**src/rtl/st_pkg.sv**
```systemverilog
package st_pkg;

  function automatic logic [31:0] width_mask(int w);
    return (w >= 32) ? 32'hFFFF_FFFF : ((32'd1 << w) - 32'd1);
  endfunction

  // Fault-free CUT transfer function
  function automatic logic [31:0] cut_fn(logic [31:0] x_in, int w);
    logic [31:0] m, x, r;
    m = width_mask(w);
    x = x_in & m;
    r = ((x << 1) | (x >> (w - 1))) & m;
    return ((x ^ r) + (x >> (w / 2))) & m;
  endfunction

  function automatic logic [31:0] shift_fb(logic [31:0] x, logic [31:0] taps, int w);
    return ((x << 1) & width_mask(w)) | {31'd0, ^(x & taps)};
  endfunction

  // Known-good signature, evaluated at elaboration
  function automatic logic [31:0] ref_sig(int w, logic [31:0] taps, logic [31:0] seed, int n);
    logic [31:0] g, s;
    g = seed;
    s = '0;
    for (int i = 0; i < n; i++) begin
      s = shift_fb(s, taps, w) ^ cut_fn(g, w);
      g = shift_fb(g, taps, w);
    end
    return s;
  endfunction

endpackage

```
**src/rtl/st_lfsr.sv**
```systemverilog
module st_lfsr #(
  parameter int          W    = 8,
  parameter logic [W-1:0] TAPS = 8'hB8,
  parameter logic [W-1:0] SEED = 8'h01
) (
  input  logic         clk_i,
  input  logic         rst_ni,
  input  logic         load_i,
  input  logic         adv_i,
  output logic [W-1:0] q_o
);
  logic [W-1:0] q;

  always_ff @(posedge clk_i or negedge rst_ni) begin
    if (!rst_ni)     q <= SEED;
    else if (load_i) q <= SEED;
    else if (adv_i)  q <= {q[W-2:0], ^(q & TAPS)};
  end

  assign q_o = q;

  a_r3_lfsr_nonzero: assert property (@(posedge clk_i) disable iff (!rst_ni) q != '0)
    else $error("R3: generator reached the all-zero state");

endmodule

```
**src/rtl/st_cut.sv**
```systemverilog
module st_cut #(
  parameter int W = 8
) (
  input  logic [W-1:0] x_i,
  output logic [W-1:0] y_o
);
  assign y_o = W'(st_pkg::cut_fn(32'(x_i), W));
endmodule

```
**src/rtl/st_misr.sv**
```systemverilog
module st_misr #(
  parameter int          W    = 8,
  parameter logic [W-1:0] TAPS = 8'hB8
) (
  input  logic         clk_i,
  input  logic         rst_ni,
  input  logic         clr_i,
  input  logic         en_i,
  input  logic [W-1:0] d_i,
  output logic [W-1:0] sig_o
);
  logic [W-1:0] s;

  always_ff @(posedge clk_i or negedge rst_ni) begin
    if (!rst_ni)    s <= '0;
    else if (clr_i) s <= '0;
    else if (en_i)  s <= {s[W-2:0], ^(s & TAPS)} ^ d_i;
  end

  assign sig_o = s;

  a_r4_clear_on_start: assert property (@(posedge clk_i) disable iff (!rst_ni) clr_i |=> s == '0)
    else $error("R4: signature not cleared");
  a_r7_hold_when_idle: assert property (@(posedge clk_i) disable iff (!rst_ni)
      (!clr_i && !en_i) |=> $stable(s))
    else $error("R7: signature moved while idle");

endmodule

```
**src/rtl/st_bist_wrap.sv**
```systemverilog
module st_bist_wrap #(
  parameter int           W       = 8,
  parameter logic [W-1:0] TAPS    = 8'hB8,
  parameter logic [W-1:0] SEED    = 8'h01,
  parameter int           PAT_CNT = (1 << W) - 1,
  parameter logic [W-1:0] GOLDEN  = W'(st_pkg::ref_sig(W, 32'(TAPS), 32'(SEED), PAT_CNT))
) (
  input  logic         clk_i,
  input  logic         rst_ni,
  input  logic         test_mode_i,
  input  logic         start_i,
  input  logic [W-1:0] ndi_i,
  output logic [W-1:0] ndo_o,
  output logic         done_o,
  output logic         pass_o,
  output logic [W-1:0] sig_o
);
  localparam int CNT_W = $clog2(PAT_CNT + 1);
  localparam logic [CNT_W-1:0] LAST = CNT_W'(PAT_CNT - 1);

  logic             run_q, done_q;
  logic [CNT_W-1:0] cnt_q;
  logic             go, adv;
  logic [W-1:0]     pat, cut_in, cut_out, sig;

  assign go  = test_mode_i & start_i;
  assign adv = test_mode_i & run_q & ~start_i;

  always_ff @(posedge clk_i or negedge rst_ni) begin
    if (!rst_ni) begin
      run_q  <= 1'b0;
      done_q <= 1'b0;
      cnt_q  <= '0;
    end else if (!test_mode_i) begin
      run_q  <= 1'b0;
      done_q <= 1'b0;
    end else if (start_i) begin
      run_q  <= 1'b1;
      done_q <= 1'b0;
      cnt_q  <= '0;
    end else if (run_q) begin
      cnt_q <= cnt_q + 1'b1;
      if (cnt_q == LAST) begin
        run_q  <= 1'b0;
        done_q <= 1'b1;
      end
    end
  end

  st_lfsr #(.W(W), .TAPS(TAPS), .SEED(SEED)) u_gen (
    .clk_i, .rst_ni, .load_i(go), .adv_i(adv), .q_o(pat)
  );

  assign cut_in = test_mode_i ? pat : ndi_i;

  st_cut #(.W(W)) u_cut (.x_i(cut_in), .y_o(cut_out));

  st_misr #(.W(W), .TAPS(TAPS)) u_sig (
    .clk_i, .rst_ni, .clr_i(go), .en_i(adv), .d_i(cut_out), .sig_o(sig)
  );

  always_ff @(posedge clk_i or negedge rst_ni) begin
    if (!rst_ni)           ndo_o <= '0;
    else if (!test_mode_i) ndo_o <= cut_out;
  end

  assign sig_o  = sig;
  assign done_o = done_q;
  assign pass_o = done_q & (sig == GOLDEN);

  a_r5_done_holds: assert property (@(posedge clk_i) disable iff (!rst_ni)
      (done_o && test_mode_i && !start_i) |=> done_o)
    else $error("R5: done dropped early");
  a_r6_pass_needs_done: assert property (@(posedge clk_i) disable iff (!rst_ni) pass_o |-> done_o)
    else $error("R6: pass without done");
  a_r7_abort_clears: assert property (@(posedge clk_i) disable iff (!rst_ni) !test_mode_i |=> !done_o)
    else $error("R7: done survived abort");
  a_r8_start_clears_done: assert property (@(posedge clk_i) disable iff (!rst_ni) go |=> !done_o)
    else $error("R8: done survived restart");
  a_r2_ndo_held_in_test: assert property (@(posedge clk_i) disable iff (!rst_ni)
      test_mode_i |=> $stable(ndo_o))
    else $error("R2: ndo_o changed in test mode");

endmodule

```
**config.mk**
```make
export PLATFORM = sky130hd
export DESIGN_NAME = st_bist_wrap
export DESIGN_NICKNAME = d
export VERILOG_FILES = /design/src/rtl/st_pkg.sv /design/src/rtl/st_lfsr.sv /design/src/rtl/st_cut.sv /design/src/rtl/st_misr.sv /design/src/rtl/st_bist_wrap.sv
export SDC_FILE = /design/constraint.sdc
export NUM_CORES = 1
export LEC_CHECK = 0
export CAP_MARGIN = 20
export CORE_MARGIN = 1
export CORE_UTILIZATION = 40
export CTS_CLUSTER_DIAMETER = 30
export DETAILED_ROUTE_END_ITERATION = 12
export GPL_ROUTABILITY_DRIVEN = 0
export HOLD_SLACK_MARGIN = 0.06
export PLACE_DENSITY = 0.71
export SETUP_SLACK_MARGIN = 0.05
export SYNTH_ARGS = -nofsm -noshare
export SYNTH_HDL_FRONTEND = slang
export SYNTH_SLANG_ARGS = --single-unit
```
**constraint.sdc**
```tcl
create_clock -name clk_i -period 4.4 [get_ports clk_i]
set_input_delay 0.88 -clock clk_i [delete_from_list [all_inputs] [get_ports clk_i]]
set_output_delay 0.88 -clock clk_i [all_outputs]
set_load 0.005 [all_outputs]
```
---- After elaboration in Yosys (flattened, before gate mapping) ----
Index checks and enable logic that the tools add are counted.
word-level totals
  output and inout port bits .............. 18
  ROM bits ................................ 0
  memory bits (writable) .................. 0
  memories kept ........................... 0
  flip-flop bits (word level) ............. 34
  bits in latches ......................... 0
  logic and storage cells ................. 41
cells by class
  divide/modulo/power cells ............... 0
  multipliers ............................. 0
  muxes and demuxes ....................... 15
  equal/unequal tests ..................... 4
  bitwise gates (word level) .............. 8
  $lt $le $gt $ge ......................... 0
  reduce and logical (&&, ||, !) cells .... 6
  add/sub/neg operators ................... 2
  shifts and indexed selects .............. 0
operator list
  cell                                            number
  two-way mux 8 bit                               7
  equality test 8 bit (second input constant)     2
  parity 8 bit                                    2
  XOR 8 bit                                       2
  adder 8 x 1 -> 8 bit (second input constant)    1
  adder 8 x 4 -> 8 bit                            1
  two-way mux 1 bit                               8
  OR 8 x 1 -> 8 bit                               1
  != test 3 x 1 -> 1 bit (second input constant)  2
  bitwise AND 1 bit                               4
  AND reduction 2 bit                             2
  nonzero test 2 bit                              2
  NOT 1 bit                                       1

---- Longest topological paths before layout ----
Gate-level depths: netlist of the first run.
  word-level depth ........................ 7
  mapped depth ............................ 11
  gate-level depth less buffers ........... 9

---- Modules after synthesis ----
A second synthesis of the first run with hierarchy kept.
second synthesis, totals
  cell total of the unflattened synthesis .. 200
  area total of the unflattened synthesis .. 2,090.8 µm²
modules (own cells, without submodules)
  module        area an instance (µm²)  sequential area each (µm²)  instances  cells an instance
  st_bist_wrap  1,017.2                 450.4                       1          94
  st_misr       419.2                   200.2                       1          38
  st_lfsr       347.8                   201.4                       1          30
  st_cut        306.5                   0.0                         1          38

---- Worst setup path after synthesis of the first run ----
OpenSTA, ideal clock, no wires.
  path type ............................... input port to flip-flop
  start ................................... input test_mode_i
  end ..................................... register ndo_o[6]
  data required time ...................... 4.275 ns
  data arrival time ....................... 3.331 ns
  stages .................................. 11
  setup slack ............................. 0.944 ns
  setup time .............................. 0.125 ns
  path through ............................ buf_2 > buf_2 > buf_2 > mux2_2 > ha_1 > fa_1 > a21o_1 > a21o_1 > and3_4 > xnor2_1 > mux2_2
between the ends
  longest elaborated chain between the ends .. 4
ends and longest elaborated chain
  what                    line                RTL
  start: declaration      st_bist_wrap.sv:10  input logic test_mode_i,
  two-way mux 8 bit       st_bist_wrap.sv:54  assign cut_in = test_mode_i ? pat : ndi_i;
  OR 8 x 1 -> 8 bit       st_pkg.sv:12        r = ((x << 1) | (x >> (w - 1))) & m;
  XOR 8 bit               st_pkg.sv:13        return ((x ^ r) + (x >> (w / 2))) & m;
  adder 8 x 4 -> 8 bit    st_pkg.sv:13
  end signal: assignment  st_bist_wrap.sv:64  else if (!test_mode_i) ndo_o <= cut_out;
  end: declaration        st_bist_wrap.sv:13  output logic [W-1:0] ndo_o,
Several ways; a longest one is shown, not always the timed one.
A chain may end at the register's enable or synchronous reset.

---- Worst setup path after layout of the first run ----
  start ................................... input test_mode_i
  end ..................................... register u_sig.s[6], in the netlist u_sig.sig_o[6]
between the ends
  longest elaborated chain between the ends .. 7
  elaborated cells on any way between the ends .. 11
  those cells by class .................... add/sub (1); mux (3); bitwise (6); reduce/logical (1)
ends and longest elaborated chain
  what                    line                RTL
  two-way mux 8 bit       st_bist_wrap.sv:54
  OR 8 x 1 -> 8 bit       st_pkg.sv:12
  XOR 8 bit               st_pkg.sv:13
  adder 8 x 4 -> 8 bit    st_pkg.sv:13
  XOR 8 bit               st_misr.sv:17       else if (en_i) s <= {s[W-2:0], ^(s & TAPS)} ^ d_i;
  two-way mux 8 bit       st_misr.sv:17
  two-way mux 8 bit       st_misr.sv:16       else if (clr_i) s <= '0;
  end signal: assignment  st_misr.sv:17
  end: declaration        st_misr.sv:12       logic [W-1:0] s;
Several ways; a longest one is shown, not always the timed one. The select of a mux whose other input is x is not followed.

==> results.json, run 1 <==
{
  "design.core.area_sq_um": 4790,
  "io_pins": 30,
  "cts_buffers": 5,
  "cts_root_buf": "clkbuf_8",
  "period_needed_ns": 3.50,
  "p_leak_nw": 1.10,
  "yosysWarnings": 0,
  "antenna_found_initial": 0,
  "htree_levels": 2,
  "clkPwrFrac_pct": 29.3,
  "p_per_area_nw_per_um2": 337,
  "drive_above_1_share_pct": 12.7,
  "drv_slew": 0,
  "synth_top_area_share_pct": 41.1,
  "cp.required_ns": 4.58,
  "grt_start_max_net_pins": 35,
  "synth_fp_nets": 207,
  "final_nets": 240,
  "hold_path.class": "reg2reg",
  "crit_arrival_ns": 3.68,
  "switchingPower_w": 0.000236,
  "post_synth_instance_area_sq_um": 2010,
  "yosys_most_used_dff": "dfrtp_1",
  "cp_max_fo": 8,
  "wirelength_microns": 3930,
  "clock-sinks": 34,
  "drt.antenna.violating_nets": 0,
  "die_x_microns": 72.9,
  "timing.fmax_mhz": 286,
  "setup_violations": 0,
  "stdcell_count": 288,
  "netlist_instances": 187,
  "skew_ns": 0.0118,
  "cts_resized": 0,
  "dieArea_sq_um": 5310,
  "swShare_pct": 28.2,
  "synth.distinct_cells": 36,
  "grt_use_total_pct": 17.5,
  "drtPass1Iterations": 4,
  "relSlewSlack_pct": 57.5,
  "dp.cells": 280,
  "rows": 25,
  "wl_per_cell_microns": 13.6,
  "vias": 1449,
  "async_flop_share_pct": 100,
  "r2r_slack_ns": 1.83,
  "cap_violations": 0,
  "viasPerCell": 5.03,
  "tightest_slew_ns": 0.633,
  "critPathKind": "in2reg",
  "p_int_w": 0.000600,
  "clkSlewWorstSetupHoldPaths_ns": 0.07,
  "final_common_cell": "dfrtp_1",
  "synth_edf_count": 0,
  "post_cts_buffers": 0,
  "post-route-period-util_pct": 79.5,
  "stdcell_area_sq_um": 2480,
  "start_kind": "input port",
  "start_util_pct": 42.0,
  "rsz0062_at_grt": "false",
  "cts_tree": "built",
  "n_antenna_cell": 0,
  "cts_max_path_buffers": 2,
  "layout_common_cells": "dfrtp_1, clkdlybuf4s50_1, xnor2_1",
  "seq_area_frac_synth_pct": 42.4,
  "peakVddDrop_mv": 0.151,
  "hold_violations": 0,
  "power_frac_seq_pct": 44.4,
  "drc_errors": 0,
  "postCtsHoldBufs": 0,
  "synthTopCellsByArea": "dfrtp_1, xnor2_1, mux2_2",
  "dieHeight_microns": 72.9,
  "dpl_cell_area_sq_um": 2390,
  "dp_hpwl_microns": 2950,
  "grt_pass1_wl_microns": 6820,
  "syn_avg_cell_area_sq_um": 10.8,
  "drtIter0Drc": 86,
  "numPortBuffers": 29,
  "insertion_delay_ns": 0.29,
  "yosysTopAreaCell": "dfrtp_1",
  "grt_pass1_vias": 1443,
  "grt_overflow": 0,
  "status": "finished, final reports clean",
  "comb_power_share_pct": 26.3,
  "area_growth_pct": 23.5,
  "end_kind": "flop",
  "synth_seq_cells": 34,
  "setup_tns_ns": 0
}
-- critical path, stage by stage --
cell             delay [ns]
clkdlybuf4s50_1        0.64
buf_4                  0.23
mux2_2                 0.34
ha_1                   0.24
fa_1                   0.41
a21o_1                 0.19
a21o_1                 0.17
and3_4                 0.18
xnor3_1                0.18
a22o_1                 0.21
-- routing by layer --
metal	track usage [%]	routed length, microns	vias up
met1	24.8	2010	702
met4	8.50	72	0
met5	0	0	-
li1	-	-	715
met2	25.2	1740	26
met3	3.87	106	6
-- Yosys cell counts (3+ instances only) --
cell type,n
a21o_1,3
a21oi_1,7
a22o_1,8
buf_2,4
clkbuf_1,4
dfrtp_1,33
ha_1,7
mux2_2,11
mux2i_1,3
nand2_1,17
nand4_1,4
nor2_1,9
o21ai_0,15
xnor2_1,23
xor2_1,13
-- worst paths after layout --
path | cells past startpoint | endpoint | start
setup reg to reg | 9 | u_sig.sig_o[6] | u_gen.q_o[7]
hold / removal | 2 | ndo_o[5] | ndo_o[5]
min in group asynchronous | 2 | cnt_q[7] | rst_ni
hold reg to reg | 2 | ndo_o[5] | ndo_o[5]
max in group asynchronous | 2 | u_gen.q_o[0] | rst_ni
setup / recovery | 10 | u_sig.sig_o[6] | test_mode_i
-- cell families after synthesis --
| group | after synthesis | share of synthesized area (%) |
|---|---|---|
| flip-flops | 34 | 42.4 |
| AND/OR/NAND/NOR | 42 | 10.7 |
| buffers and inverters | 10 | 2.12 |
| XOR/XNOR | 38 | 17.9 |
| multiplexers | 16 | 9.52 |
| AO/OA/AOI/OAI | 39 | 12.0 |
| adder cells (fa/ha/maj) | 8 | 5.35 |
-- sequential cells by signal (all words and copies together), names as in the netlist --
register and count:
u_sig.sig_o 8, cnt_q 8, done_o 1, run_q 1
ndo_o 8, u_gen.q_o 8
-- power groups by stage --
stage,sequential (W),combinational (W),clock [W]
4_1_cts,0.000371,0.000222,0.000252
3_3_place_gp,0.000377,0.000218,0
2_1_floorplan,0.000374,0.000124,0
3_5_place_dp,0.000377,0.000220,0
6_report,0.000371,0.000220,0.000245
5_1_grt,0.000376,0.000241,0.000269
-- final cells by class --
class	instances	area (sq um)
Clock inverter	2	12.5
Timing Repair Buffer	34	328
Clock buffer	6	82.6
Tap cell	67	83.8
Sequential cell	34	852
Inverter	2	7.51
Multi-Input combinational cell	143	1120
Fill cell	443	2300
-- through the flow --
stage | hold slack, ns | total power [W] | util, % | setup WS (ns)
3_5_place_dp | 0.473 | 0.000598 | 49.9 | 0.636
3_3_place_gp | 0.472 | 0.000595 | 49.9 | 0.652
6_report | 0.485 | 0.000835 | 51.9 | 0.902
4_1_cts | 0.490 | 0.000845 | 51.9 | 0.914
5_1_grt | 0.516 | 0.000885 | 51.9 | 0.801
2_1_floorplan | 0.476 | 0.000498 | - | 0.944
Power figures use the tool's default switching activity.
==> inputs of run 2 (changes only) <==
==> constraint.sdc (replaced) <==
create_clock -name clk_i -period 3.6 [get_ports clk_i]
set_input_delay 0.72 -clock clk_i [delete_from_list [all_inputs] [get_ports clk_i]]
set_output_delay 0.72 -clock clk_i [all_outputs]
set_load 0.005 [all_outputs]
==> run 2 against run 1 <==
Global-route usage shrank 0.13 points. Critical path depth is the same. Sequential share of layout area shrank 0.19 points. Via count shrank 2.5%. Non-clock buffer count shrank 1. Combinational power grew 22%. Flip-flop and latch count is the same. Worst hold slack gained 0.022 ns. Largest power group unchanged. Highest routed layer unchanged.
==> results.json, run 2 (same netlist as run 1, synthesis figures left out) <==
{
  "status": "finished, final reports clean",
  "end_kind": "flop",
  "cts_max_path_buffers": 2,
  "start_kind": "input port",
  "setup_tns_ns": 0,
  "grtUsageMet3_pct": 5.11,
  "cts_tree": "built",
  "crit_arrival_ns": 3.30,
  "cp.required_ns": 3.78,
  "drtPass1Iterations": 4,
  "postCtsHoldBufs": 0,
  "grt_pass1_wl_microns": 6830,
  "peakVddDrop_mv": 0.234,
  "critPathKind": "in2reg",
  "dieHeight_microns": 72.9,
  "grtUsageMet1_pct": 24.5,
  "hold_violations": 0,
  "dieArea_sq_um": 5310,
  "design.core.area_sq_um": 4790,
  "period_needed_ns": 3.12,
  "layout_common_cells": "dfrtp_1, clkdlybuf4s50_1, xnor2_1",
  "viasPerCell": 4.92,
  "vias": 1413,
  "htree_levels": 2,
  "drtIter0Drc": 62,
  "cp_max_fo": 29,
  "die_x_microns": 72.9,
  "post_cts_buffers": 0,
  "p_per_area_nw_per_um2": 435,
  "wl_per_cell_microns": 13.8,
  "stdcell_count": 287,
  "clkSlewWorstSetupHoldPaths_ns": 0.07,
  "path_cells": "clkdlybuf4s50_1, buf_4, buf_4, o21ai_0, fa_1, a21o_1, a21o_1, and3_4, xnor2_1, mux2_2",
  "drt.antenna.violating_nets": 0,
  "setup_violations": 0,
  "post-route-period-util_pct": 86.7,
  "cts_root_buf": "clkbuf_8",
  "n_antenna_cell": 0,
  "final_nets": 239,
  "start_util_pct": 42.0,
  "wirelength_microns": 3960,
  "dp.cells": 279,
  "drc_errors": 0,
  "numPortBuffers": 29,
  "final_common_cell": "dfrtp_1",
  "tightest_slew_ns": 0.419,
  "drv_slew": 0,
  "max_stage_delay_ns": 0.50,
  "grt_overflow": 0,
  "critical_path.slowest_cell": "clkdlybuf4s50_1",
  "io_pins": 30,
  "busiest_layer": "met2",
  "cts_resized": 0,
  "grt_use_total_pct": 17.3,
  "cap_violations": 0,
  "cts_buffers": 5,
  "timing.fmax_mhz": 320,
  "grt_start_max_net_pins": 35,
  "dp_hpwl_microns": 2950,
  "rsz0062_at_grt": "false",
  "relSlewSlack_pct": 72.1,
  "globalRouteMet2Util_pct": 25.1,
  "grt_pass1_vias": 1379,
  "drive_above_1_share_pct": 11.8,
  "area_growth_pct": 24.1,
  "antenna_found_initial": 0,
  "skew_ns": 0.00929,
  "insertion_delay_ns": 0.29,
  "hold_path.class": "reg2reg",
  "rows": 25,
  "p_leak_nw": 1.10,
  "fillers": 454,
  "clock-sinks": 34
}
-- run 2: cell count changes in the layout (fill, tap and decap cells not counted), sizes merged --
cell,change
clkinvlp,-1
bufinv,+1
buf,-1
clkbuf,+1
clkinv,-1
-- run 2: power by group --
part	leakage (nW)	switching, W	internal [W]	total (W)
logic	0.593	0.000111	0.000158	0.000268
clock network	0.0585	0.000138	0.000226	0.000364
registers	0.452	0.0000334	0.000421	0.000454
total	1.10	0.000282	0.000804	0.00109
-- run 2: critical path: cells and delay by family --
| family | cells | cell delay, ns |
|---|---|---|
| multiplexers | 1 | 0.25 |
| AO/OA/AOI/OAI | 3 | 0.61 |
| buffers and inverters | 3 | 0.96 |
| XOR/XNOR | 1 | 0.12 |
| AND/OR/NAND/NOR | 1 | 0.18 |
| adder cells (fa/ha/maj) | 1 | 0.46 |
-- run 2: metrics by stage --
step	setup slack [ns]	area, sq um	hold slack, ns	utilization (%)	total power (W)
detailed placement	0.186	2380	0.493	49.7	0.000732
floorplan	0.304	2010	0.424	-	0.000609
global route	0.361	2500	0.519	52.2	0.00115
CTS	0.490	2500	0.512	52.2	0.00110
global placement	0.256	2380	0.491	49.7	0.000728
finish	0.478	2500	0.508	52.2	0.00109
-- run 2: layout make-up --
cell class,instances,area (sq um),share of cell area [%]
Multi-Input combinational cell,143,1120,44.7
Sequential cell,34,852,34.1
Timing Repair Buffer,33,320,12.8
Clock buffer,7,86.3,3.46
Tap cell,67,83.8,3.36
Inverter,2,7.51,0.301
Clock inverter,1,30.0,1.20
-- run 2: final timing paths --
kind	slack (ns)	startpoint	endpoint	depth (start not counted)
setup reg to reg	1.08	u_gen.q_o[7]	ndo_o[6]	9
hold reg to reg	0.51	ndo_o[5]	ndo_o[5]	2
hold / removal	0.51	ndo_o[5]	ndo_o[5]	2
max in group asynchronous	2.43	rst_ni	u_gen.q_o[0]	2
min in group asynchronous	0.84	rst_ni	u_sig.sig_o[1]	2
setup / recovery	0.48	test_mode_i	ndo_o[6]	10
-- run 2: per-layer routing --
layer  wire length, microns  share of wire [%]  vias to the layer above
li1                       -                  -                      712
met1                   2020                 51                      665
met2                   1720                 43                       30
met3                    157                4.0                        6
met4                     60                1.5                        0
met5                      0                  0                        -
